**config.mk**
```make
export PLATFORM = sky130hd
export DESIGN_NAME = usb_bus_evt_irq
export DESIGN_NICKNAME = d
export VERILOG_FILES = /design/src/rtl/usb_evt_pkg.sv /design/src/rtl/line_timer.sv /design/src/rtl/bus_event_fsm.sv /design/src/rtl/w1c_flag_bank.sv /design/src/rtl/usb_bus_evt_irq.sv
export SDC_FILE = /design/constraint.sdc
export NUM_CORES = 1
export LEC_CHECK = 0
export CORE_MARGIN = 2
export CORE_UTILIZATION = 45
export DETAILED_ROUTE_END_ITERATION = 8
export PLACE_DENSITY = 0.77
export SLEW_MARGIN = 20
export SYNTH_ARGS = -nofsm -noshare
export SYNTH_HDL_FRONTEND = slang
export SYNTH_HIERARCHICAL = 1
export SYNTH_SLANG_ARGS = --single-unit
```
**constraint.sdc**
```tcl
create_clock -name clk -period 1.5 [get_ports clk]
set_input_delay 0.3 -clock clk [delete_from_list [all_inputs] [get_ports clk]]
set_output_delay 0.3 -clock clk [all_outputs]
set_load 0.005 [all_outputs]
```
**src/rtl/usb_evt_pkg.sv**
```systemverilog
package usb_evt_pkg;

    typedef enum logic [1:0] {
        LS_SE0 = 2'b00,
        LS_K   = 2'b01,
        LS_J   = 2'b10,
        LS_SE1 = 2'b11
    } line_state_e;

    typedef enum logic {
        BUS_ACTIVE    = 1'b0,
        BUS_SUSPENDED = 1'b1
    } bus_mode_e;

    localparam int FLG_SUSPEND = 0;
    localparam int FLG_RESUME  = 1;
    localparam int FLG_RESET   = 2;
    localparam int N_BUS_FLAGS = 3;

    localparam int ADDR_BUS = 0;
    localparam int ADDR_EP  = 1;
    localparam int ADDR_EN  = 2;

endpackage

```
**src/rtl/line_timer.sv**
```systemverilog
module line_timer #(
    parameter int CLKS_PER_MS = 12000,
    parameter int MS_SAT      = 16,
    localparam int MS_W       = $clog2(MS_SAT + 1),
    localparam int PRESC_W    = (CLKS_PER_MS > 1) ? $clog2(CLKS_PER_MS) : 1
) (
    input  logic            clk,
    input  logic            rst_n,
    input  logic [1:0]      line_in,
    output logic [1:0]      line_q,
    output logic            line_chg,
    output logic            ms_tick,
    output logic [MS_W-1:0] ms_cnt
);
    import usb_evt_pkg::*;

    logic [PRESC_W-1:0] presc_q;

    assign line_chg = (line_in != line_q);
    assign ms_tick  = !line_chg && (presc_q == PRESC_W'(CLKS_PER_MS - 1));

    always_ff @(posedge clk or negedge rst_n) begin
        if (!rst_n) begin
            line_q  <= LS_J;
            presc_q <= '0;
            ms_cnt  <= '0;
        end else begin
            line_q <= line_in;
            if (line_chg) begin
                presc_q <= '0;
                ms_cnt  <= '0;
            end else if (ms_tick) begin
                presc_q <= '0;
                if (ms_cnt != MS_W'(MS_SAT))
                    ms_cnt <= ms_cnt + MS_W'(1);
            end else begin
                presc_q <= presc_q + PRESC_W'(1);
            end
        end
    end

    assert_ms_step_R11: assert property (@(posedge clk) disable iff (!rst_n)
        (ms_cnt != $past(ms_cnt)) |-> (ms_cnt == '0 || ms_cnt == $past(ms_cnt) + MS_W'(1)));

endmodule

```
**src/rtl/bus_event_fsm.sv**
```systemverilog
module bus_event_fsm
    import usb_evt_pkg::*;
#(
    parameter int MS_W       = 5,
    parameter int RESET_MS   = 10,
    parameter int IDLE_MS    = 3,
    parameter int RSM_MIN_MS = 10,
    parameter int RSM_MAX_MS = 15
) (
    input  logic            clk,
    input  logic            rst_n,
    input  logic [1:0]      line_q,
    input  logic            line_chg,
    input  logic            ms_tick,
    input  logic [MS_W-1:0] ms_cnt,
    output logic            ev_suspend,
    output logic            ev_resume,
    output logic            ev_reset,
    output bus_mode_e       mode
);
    bus_mode_e mode_d;
    logic      idle_timeout;
    logic      k_in_window;
    logic      se0_timeout;

    assign se0_timeout  = ms_tick && (line_q == LS_SE0) && (ms_cnt == MS_W'(RESET_MS - 1));
    assign idle_timeout = ms_tick && (line_q == LS_J)   && (ms_cnt == MS_W'(IDLE_MS - 1));
    assign k_in_window  = line_chg && (line_q == LS_K)
                        && (ms_cnt >= MS_W'(RSM_MIN_MS)) && (ms_cnt <= MS_W'(RSM_MAX_MS));

    always_ff @(posedge clk or negedge rst_n) begin
        if (!rst_n) mode <= BUS_ACTIVE;
        else        mode <= mode_d;
    end

    always_comb begin
        mode_d = mode;
        unique case (mode)
            BUS_ACTIVE:    if (idle_timeout) mode_d = BUS_SUSPENDED;
            BUS_SUSPENDED: if (k_in_window || se0_timeout) mode_d = BUS_ACTIVE;
        endcase
    end

    always_comb begin
        ev_reset   = se0_timeout;
        ev_suspend = 1'b0;
        ev_resume  = 1'b0;
        unique case (mode)
            BUS_ACTIVE:    ev_suspend = idle_timeout;
            BUS_SUSPENDED: ev_resume  = k_in_window;
        endcase
    end

endmodule

```
**src/rtl/w1c_flag_bank.sv**
```systemverilog
module w1c_flag_bank #(
    parameter int N = 3
) (
    input  logic         clk,
    input  logic         rst_n,
    input  logic [N-1:0] set,
    input  logic [N-1:0] clr,
    output logic [N-1:0] flags
);
    for (genvar i = 0; i < N; i++) begin : g_flag
        always_ff @(posedge clk or negedge rst_n) begin
            if (!rst_n)      flags[i] <= 1'b0;
            else if (set[i]) flags[i] <= 1'b1;
            else if (clr[i]) flags[i] <= 1'b0;
        end

        assert_w1c_clear_R7: assert property (@(posedge clk) disable iff (!rst_n)
            (clr[i] && !set[i]) |=> !flags[i]);
        assert_flag_hold_R7: assert property (@(posedge clk) disable iff (!rst_n)
            (!clr[i] && !set[i]) |=> (flags[i] == $past(flags[i])));
    end

endmodule

```
**src/rtl/usb_bus_evt_irq.sv**
```systemverilog
module usb_bus_evt_irq
    import usb_evt_pkg::*;
#(
    parameter int CLKS_PER_MS = 12000,
    parameter int RESET_MS    = 10,
    parameter int IDLE_MS     = 3,
    parameter int RSM_MIN_MS  = 10,
    parameter int RSM_MAX_MS  = 15,
    parameter int N_EP        = 3,
    parameter int DATA_W      = 16,
    parameter int ADDR_W      = 2
) (
    input  logic              clk,
    input  logic              rst_n,
    input  logic              line_dp,
    input  logic              line_dn,
    input  logic [N_EP-1:0]   ep_evt,
    input  logic              reg_wr,
    input  logic [ADDR_W-1:0] reg_addr,
    input  logic [DATA_W-1:0] reg_wdata,
    output logic [DATA_W-1:0] reg_rdata,
    output logic              irq
);
    localparam int MS_SAT = RSM_MAX_MS + 1;
    localparam int MS_W   = $clog2(MS_SAT + 1);
    localparam int EN_W   = N_BUS_FLAGS + N_EP;
    localparam logic [EN_W-1:0] EN_RESET =
        {{N_EP{1'b1}}, {(N_BUS_FLAGS-1){1'b1}}, 1'b0};

    logic [1:0]             line_q;
    logic                   line_chg;
    logic                   ms_tick;
    logic [MS_W-1:0]        ms_cnt;
    logic                   ev_suspend, ev_resume, ev_reset;
    bus_mode_e              mode;
    logic [N_BUS_FLAGS-1:0] bus_set, bus_clr, bus_flags;
    logic [N_EP-1:0]        ep_clr, ep_flags;
    logic [EN_W-1:0]        irq_en;
    logic                   unused_wdata;

    line_timer #(.CLKS_PER_MS(CLKS_PER_MS), .MS_SAT(MS_SAT)) u_timer (
        .clk(clk), .rst_n(rst_n), .line_in({line_dp, line_dn}),
        .line_q(line_q), .line_chg(line_chg), .ms_tick(ms_tick), .ms_cnt(ms_cnt)
    );

    bus_event_fsm #(
        .MS_W(MS_W), .RESET_MS(RESET_MS), .IDLE_MS(IDLE_MS),
        .RSM_MIN_MS(RSM_MIN_MS), .RSM_MAX_MS(RSM_MAX_MS)
    ) u_fsm (
        .clk(clk), .rst_n(rst_n), .line_q(line_q), .line_chg(line_chg),
        .ms_tick(ms_tick), .ms_cnt(ms_cnt), .ev_suspend(ev_suspend),
        .ev_resume(ev_resume), .ev_reset(ev_reset), .mode(mode)
    );

    always_comb begin
        bus_set              = '0;
        bus_set[FLG_SUSPEND] = ev_suspend;
        bus_set[FLG_RESUME]  = ev_resume;
        bus_set[FLG_RESET]   = ev_reset;
    end

    assign bus_clr = (reg_wr && reg_addr == ADDR_W'(ADDR_BUS)) ? reg_wdata[N_BUS_FLAGS-1:0] : '0;
    assign ep_clr  = (reg_wr && reg_addr == ADDR_W'(ADDR_EP))  ? reg_wdata[N_EP-1:0]        : '0;

    w1c_flag_bank #(.N(N_BUS_FLAGS)) u_bus_flags (
        .clk(clk), .rst_n(rst_n), .set(bus_set), .clr(bus_clr), .flags(bus_flags)
    );

    w1c_flag_bank #(.N(N_EP)) u_ep_flags (
        .clk(clk), .rst_n(rst_n), .set(ep_evt), .clr(ep_clr), .flags(ep_flags)
    );

    always_ff @(posedge clk or negedge rst_n) begin
        if (!rst_n)
            irq_en <= EN_RESET;
        else if (reg_wr && reg_addr == ADDR_W'(ADDR_EN))
            irq_en <= reg_wdata[EN_W-1:0];
    end

    assign unused_wdata = ^reg_wdata[DATA_W-1:EN_W];

    always_comb begin
        reg_rdata = '0;
        case (reg_addr)
            ADDR_W'(ADDR_BUS): reg_rdata[N_BUS_FLAGS-1:0] = bus_flags;
            ADDR_W'(ADDR_EP):  reg_rdata[N_EP-1:0]        = ep_flags;
            ADDR_W'(ADDR_EN):  reg_rdata[EN_W-1:0]        = irq_en;
            default:           reg_rdata = '0;
        endcase
    end

    assign irq = |({ep_flags, bus_flags} & irq_en);

    assert_reset_se0_R3: assert property (@(posedge clk) disable iff (!rst_n)
        $rose(bus_flags[FLG_RESET]) |-> ($past({line_dp, line_dn}) == 2'b00));
    assert_suspend_mode_R4: assert property (@(posedge clk) disable iff (!rst_n)
        $rose(bus_flags[FLG_SUSPEND]) |-> (mode == BUS_SUSPENDED));
    assert_resume_exit_R5: assert property (@(posedge clk) disable iff (!rst_n)
        $rose(bus_flags[FLG_RESUME]) |-> (mode == BUS_ACTIVE));
    assert_resume_needs_susp_R6: assert property (@(posedge clk) disable iff (!rst_n)
        $rose(bus_flags[FLG_RESUME]) |-> ($past(mode) == BUS_SUSPENDED));

endmodule

```
==> results of run 1 <==
cells in the final DEF (no fill, tap or decap), types with 5 or more instances in the layout:
cell / count
and2_1: 6
buf_4: 33
inv_1: 10
nor2_1: 16
clkdlybuf4s50_1: 13
conb_1: 10
and3_1: 8
clkbuf_8: 5
xor2_1: 11
nand4_1: 5
dfstp_2: 6
mux2_4: 6
buf_6: 6
nand3_1: 10
dfrtp_1: 28
a21o_1: 7
routing by layer:
metal  routed length [µm]  track usage [%]  up-vias
li1                     -                -      742
met1                 1840             23.8      733
met2                 2140             31.1       31
met3                  149             5.23        7
met4                   57             6.54        0
met5                    0                0        -
what timing repair did:
item / CTS / global route
setup buffers: 9 / 5
endpoints found under the hold margin: 0 / 0
hold buffers: 0 / 0
cloned: 0 / 1
pin swaps: 3 / 5
resized for setup: 32 / 15
setup endpoints to repair: 29 / 29
worst paths after layout:
| check | end | cells past startpoint |
|---|---|---|
| setup / recovery | reg_rdata[1] | 4 |
| setup reg to reg | u_timer/presc_q[11]$_DFF_PN0_ | 8 |
| max in group asynchronous | u_timer/line_q[1]$_DFF_PN1_ | 2 |
| min in group clk | u_timer/line_q[1]$_DFF_PN1_ | 1 |
| hold reg to reg | u_ep_flags/flags[2]$_DFFE_PN0P_ | 1 |
| hold / removal | u_timer/ms_cnt[4]$_DFFE_PN0P_ | 2 |
power by group:
part / leakage (nW) / internal, W / total [W] / switching, W
Clock: 0.0395 / 0.000329 / 0.000634 / 0.000305
Sequential: 0.434 / 0.000979 / 0.00101 / 0.0000299
Combinational: 0.775 / 0.000245 / 0.000400 / 0.000155
Total: 1.25 / 0.00155 / 0.00204 / 0.000490
registers in the layout, summed over array words and instances (netlist names):
name,flops
u_ep_flags/flags,3
u_fsm/mode,1
u_timer/presc_q,14
u_bus_flags/flags,3
u_timer/line_q,2
irq_en,6
u_timer/ms_cnt,5
per-stage QoR:
| step | instances | util [%] | total power, W | setup TNS (ps) |
|---|---|---|---|---|
| 2_1_floorplan | 188 | - | 0.00118 | -433 |
| 3_3_place_gp | 275 | 58.5 | 0.00133 | -6170 |
| 3_5_place_dp | 275 | 58.5 | 0.00134 | -7250 |
| 4_1_cts | 292 | 62.8 | 0.00203 | -315 |
| 5_1_grt | 297 | 65.1 | 0.00217 | -3200 |
| 6_report | 297 | 65.1 | 0.00204 | -1290 |
critical path, stage by stage (launching register included):
cell and delay [ps]:
dfstp_2 550, buf_6 100, mux2i_1 70, o2bb2ai_1 170, buf_2 140
area by class of cell:
| type | count | area (µm²) |
|---|---|---|
| Fill cell | 314 | 1420 |
| Multi-Input combinational cell | 131 | 1020 |
| Sequential cell | 34 | 858 |
| Timing Repair Buffer | 64 | 579 |
| Clock buffer | 8 | 80.1 |
| Tap cell | 50 | 62.6 |
| Inverter | 10 | 37.5 |
logic make-up after synthesis:
family,Yosys count
mux,9
xor+xnor,14
other cells,1
compound gates,24
flops,34
fa+ha+maj,3
simple gates,71
buf+inv,23
==> qor.yml, run 1 <==
clock_tree:
  path_clk_slew_ps: 70
  clock-sinks: 34
  cts_tree: "built"
  root_buffer: "clkbuf_8"
  ctsHtreeMaxLevel: 2
  cts_buffer_depth: 2
  numCtsBuffers: 5
  clkLatencyLatePin_ps: 280
synth:
  synth_cell_types: 42
  synth_top_family_by_area: "simple AND/OR/NAND/NOR gates"
  synth_adder_area_share_pct: 1.96
  yosysMostFrequentCell: "dfrtp_1"
  synth_cells: 179
  avgSynthCellArea_um2: 10.7
  synth-xor-area-share_pct: 6.40
  synthFlopType: "dfrtp_1"
  ys_ff_latch: 34
  synthTopCellsByCount: "dfrtp_1 (28), nor2_1 (17), nand3_1 (11), xor2_1 (11)"
  synth_compound_area_share_pct: 8.88
  synth_top_area_share_pct: 36.6
  ys_warn_count: 6
  ys_async_sr_fraction_pct: 100
  yosys-top-cells-area: "dfrtp_1 (37%), dfstp_2 (8.2%), xor2_1 (5.0%)"
  yosysTopAreaCell: "dfrtp_1"
  muxShareOfSynthArea_pct: 6.27
  synth_edf_count: 0
  ys_seq_area_share_pct: 44.8
  synthSimpleGateAreaFrac_pct: 24.4
  synthesis.area_um2: 1920
sta:
  drv_slew: 0
  timing.hold.ws_ps: 386
  worst_slack_ps: -119
  rsz0062_at_grt: "yes"
  min_period_over_period_pct: 108
  setup_viol: 22
  skew_ps: 6.26
  final_hold_viol_count: 0
  fmax_ghz: 0.618
  fin_crit_ps: 1620
cells_and_area:
  finalInstanceArea_um2: 2640
  layout.nets: 275
  area_growth_pct: 37.7
  n_antenna_cell: 0
  layout-drive-gt1-share_pct: 34.0
drt:
  first_iter_violations: 78
  drcViolationCount: 0
  vias_per_cell: 5.09
  vias: 1513
  first_pass_iters: 4
  wl_mm: 4.19
  ant_nets: 0
  wl_per_cell_um: 14.1
global_routing:
  grt_pass1_vias: 1527
  grt_max_degree: 35
  antenna_found_initial: 0
  overflow: 0
  gr-usage-all-layers_pct: 18.9
  grt_first_pass_wirelength_mm: 7.16
worst_setup_path:
  critical_path_class: "reg2out"
  reg2reg_slack_ps: -80
  r2r_start: "u_timer/presc_q[1]$_DFF_PN0_"
  worstPathRequired_ps: 1200
  worst_ep_arrival_time_ps: 1320
  cp-start-kind: "register"
  cp-startpoint: "irq_en[1]$_DFFE_PN1P_"
  crit_fanout: 2
  end_kind: "output pin"
floorplan:
  core_area_um2: 4060
  initial_utilization_pct: 47.2
  rows: 23
  die_w_um: 69.3
  ioPinCount: 43
  dieArea_um2: 4800
  dieHeight_um: 69.3
status:
  violations: "setup timing"
  outcome: "finished, violations left"
flow_run:
  max_cap_violations: 0
power:
  ir_worst_vdd_v: 0.000553
  p_leak_nw: 1.25
  p_per_area_nw_per_um2: 774
placed_design:
  post-dp-hpwl_mm: 2.86
  place_area_um2: 2370
  port_buffers: 22
  place_congestion: 0.863
  place_ws_ps: -604
hold_path:
  hold_class: "in2async"
Power figures use the tool's default switching activity.
==> inputs of run 2 (changes only) <==
--- a/config.mk
+++ b/config.mk
@@ -7,6 +7,7 @@
 export LEC_CHECK = 0
 export CORE_MARGIN = 2
 export CORE_UTILIZATION = 45
+export CTS_CLUSTER_DIAMETER = 100
 export DETAILED_ROUTE_END_ITERATION = 8
 export PLACE_DENSITY = 0.77
 export SLEW_MARGIN = 20
==> results of run 2 <==
Same layout as run 1: the final DEF is identical, and so are final timing and power.
==> inputs of run 3 (changes only) <==
--- a/config.mk
+++ b/config.mk
@@ -5,10 +5,12 @@
 export SDC_FILE = /design/constraint.sdc
 export NUM_CORES = 1
 export LEC_CHECK = 0
+export CORE_ASPECT_RATIO = 0.8
 export CORE_MARGIN = 2
 export CORE_UTILIZATION = 45
 export CTS_CLUSTER_DIAMETER = 100
 export DETAILED_ROUTE_END_ITERATION = 8
+export HOLD_SLACK_MARGIN = 0.05
 export PLACE_DENSITY = 0.77
 export SLEW_MARGIN = 20
 export SYNTH_ARGS = -nofsm -noshare
==> run 3 against run 2 <==
  * The flow still finishes with violations (setup timing)
  * Cell count grew 3.4%
  * Critical path depth grew 2
  * Power grew 1.8%
  * Largest power group unchanged
==> qor.yml, run 3 (synthesis gave the netlist of run 1 again) <==
power:
  ir_worst_vdd_v: 0.000612
  p_leak_nw: 1.24
  p_per_area_nw_per_um2: 785
clock_tree:
  ctsHtreeMaxLevel: 2
  clkLatencyLatePin_ps: 290
  root_buffer: "clkbuf_8"
  numCtsBuffers: 5
  cts_buffer_depth: 2
  cts_tree: "built"
  clock-sinks: 34
  path_clk_slew_ps: 70
worst_setup_path:
  cp-startpoint: "u_timer/presc_q[5]$_DFF_PN0_"
  cp-start-kind: "register"
  worst_ep_arrival_time_ps: 1840
  end_kind: "register"
  crit_fanout: 6
  critical_path_class: "reg2reg"
  worstPathRequired_ps: 1720
  r2r_start: "u_timer/presc_q[5]$_DFF_PN0_"
status:
  violations: "setup timing"
  outcome: "finished, violations left"
cells_and_area:
  reg_top3: "u_timer/presc_q (14), irq_en (6), u_timer/ms_cnt (5)"
  n_antenna_cell: 0
  final_util_pct: 64.2
  top_register: "u_timer/presc_q"
  area_growth_pct: 38.1
  final_cell_mix: "buf_4 (41), dfrtp_1 (28), nor2_1 (16)"
  layout.nets: 278
  final_common_cell: "buf_4"
  fillers: 355
  finalInstanceArea_um2: 2650
  layout-drive-gt1-share_pct: 37.6
  largest_reg_flops: 14
global_routing:
  grt_first_pass_wirelength_mm: 7.07
  grt_max_degree: 35
  grt_pass1_vias: 1463
  gr-usage-all-layers_pct: 19.2
  overflow: 0
  antenna_found_initial: 0
floorplan:
  ioPinCount: 43
  rows: 21
  core_area_um2: 4130
  dieArea_um2: 4800
  die_w_um: 77.0
  initial_utilization_pct: 46.5
  dieHeight_um: 62.4
placed_design:
  place_area_um2: 2370
  place_congestion: 0.810
  port_buffers: 22
  post-dp-hpwl_mm: 2.88
drt:
  vias: 1506
  wl_per_cell_um: 13.9
  met3_length_um: 153
  ant_nets: 0
  drcViolationCount: 0
  top_layer: "met4"
  first_iter_violations: 100
  first_pass_iters: 4
  met2_length_mm: 1.88
  vias_per_cell: 4.91
  wl_met1_mm: 2.19
  wl_mm: 4.27
sta:
  skew_ps: 6.22
  setup_viol: 21
  fmax_ghz: 0.618
  final_hold_viol_count: 0
  rsz0062_at_grt: "yes"
  min_period_over_period_pct: 108
  drv_slew: 0
  fin_crit_ps: 1620
  worst_slack_ps: -117
hold_path:
  hold_class: "in2async"
flow_run:
  max_cap_violations: 0
==> run 3: path summary, 6_finish.rpt <==
check                                                  end  slack [ps]  cells past startpoint
max                                   u_fsm/mode$_DFF_PN0_        -120                      6
min                           u_timer/presc_q[6]$_DFF_PN0_         390                      2
max reg2reg                           u_fsm/mode$_DFF_PN0_        -120                      6
min reg2reg                u_ep_flags/flags[2]$_DFFE_PN0P_         540                      1
max in group asynchronous            irq_en[1]$_DFFE_PN1P_         870                      2
min in group clk               u_timer/line_q[1]$_DFF_PN1_         460                      1
==> run 3: area by class of cell <==
class	instances	area (µm²)	share of cell area, %
Multi-Input combinational cell	131	1030	39.0
Sequential cell	34	858	32.4
Timing Repair Buffer	67	557	21.0
Clock buffer	7	86.3	3.26
Tap cell	57	71.3	2.69
Inverter	10	37.5	1.42
Clock inverter	1	5.00	0.189
==> run 3: power by group <==
group | internal [W] | switching, W
clock | 0.000370 | 0.000329
sequential | 0.000978 | 0.0000304
combinational | 0.000226 | 0.000145
total | 0.00157 | 0.000504
==> run 3: critical path, cell delays in order (launching register included) <==
cell and delay, ps:
dfrtp_1 380, and4b_1 350, nand4_4 150, nor2_2 130
nor4b_4 210, and3_4 220, o21bai_4 100
==> run 3: timing repair <==
item	in CTS	in global routing
resized for setup	31	19
hold buffers	0	0
pin swaps	5	6
gates cloned	1	0
setup endpoints to repair	30	29
buffers inserted	10	7
==> run 3: metal layers <==
metal | vias up | global-route usage, %
li1 | 753 | -
met1 | 720 | 26.3
met2 | 28 | 29.1
met3 | 5 | 6.21
met4 | 0 | 6.47
met5 | - | 0
==> run 3: per-stage QoR <==
stage	setup TNS, ps	total power, W	instances	worst slack [ps]	hold slack (ps)
after floorplan	-433	0.00118	188	-124	4.41
after global placement	-6440	0.00132	282	-550	507
after detailed placement	-7710	0.00132	282	-600	508
after CTS	-1170	0.00207	301	-102	380
after global routing	-2840	0.00219	307	-196	404
final	-1290	0.00208	307	-117	387
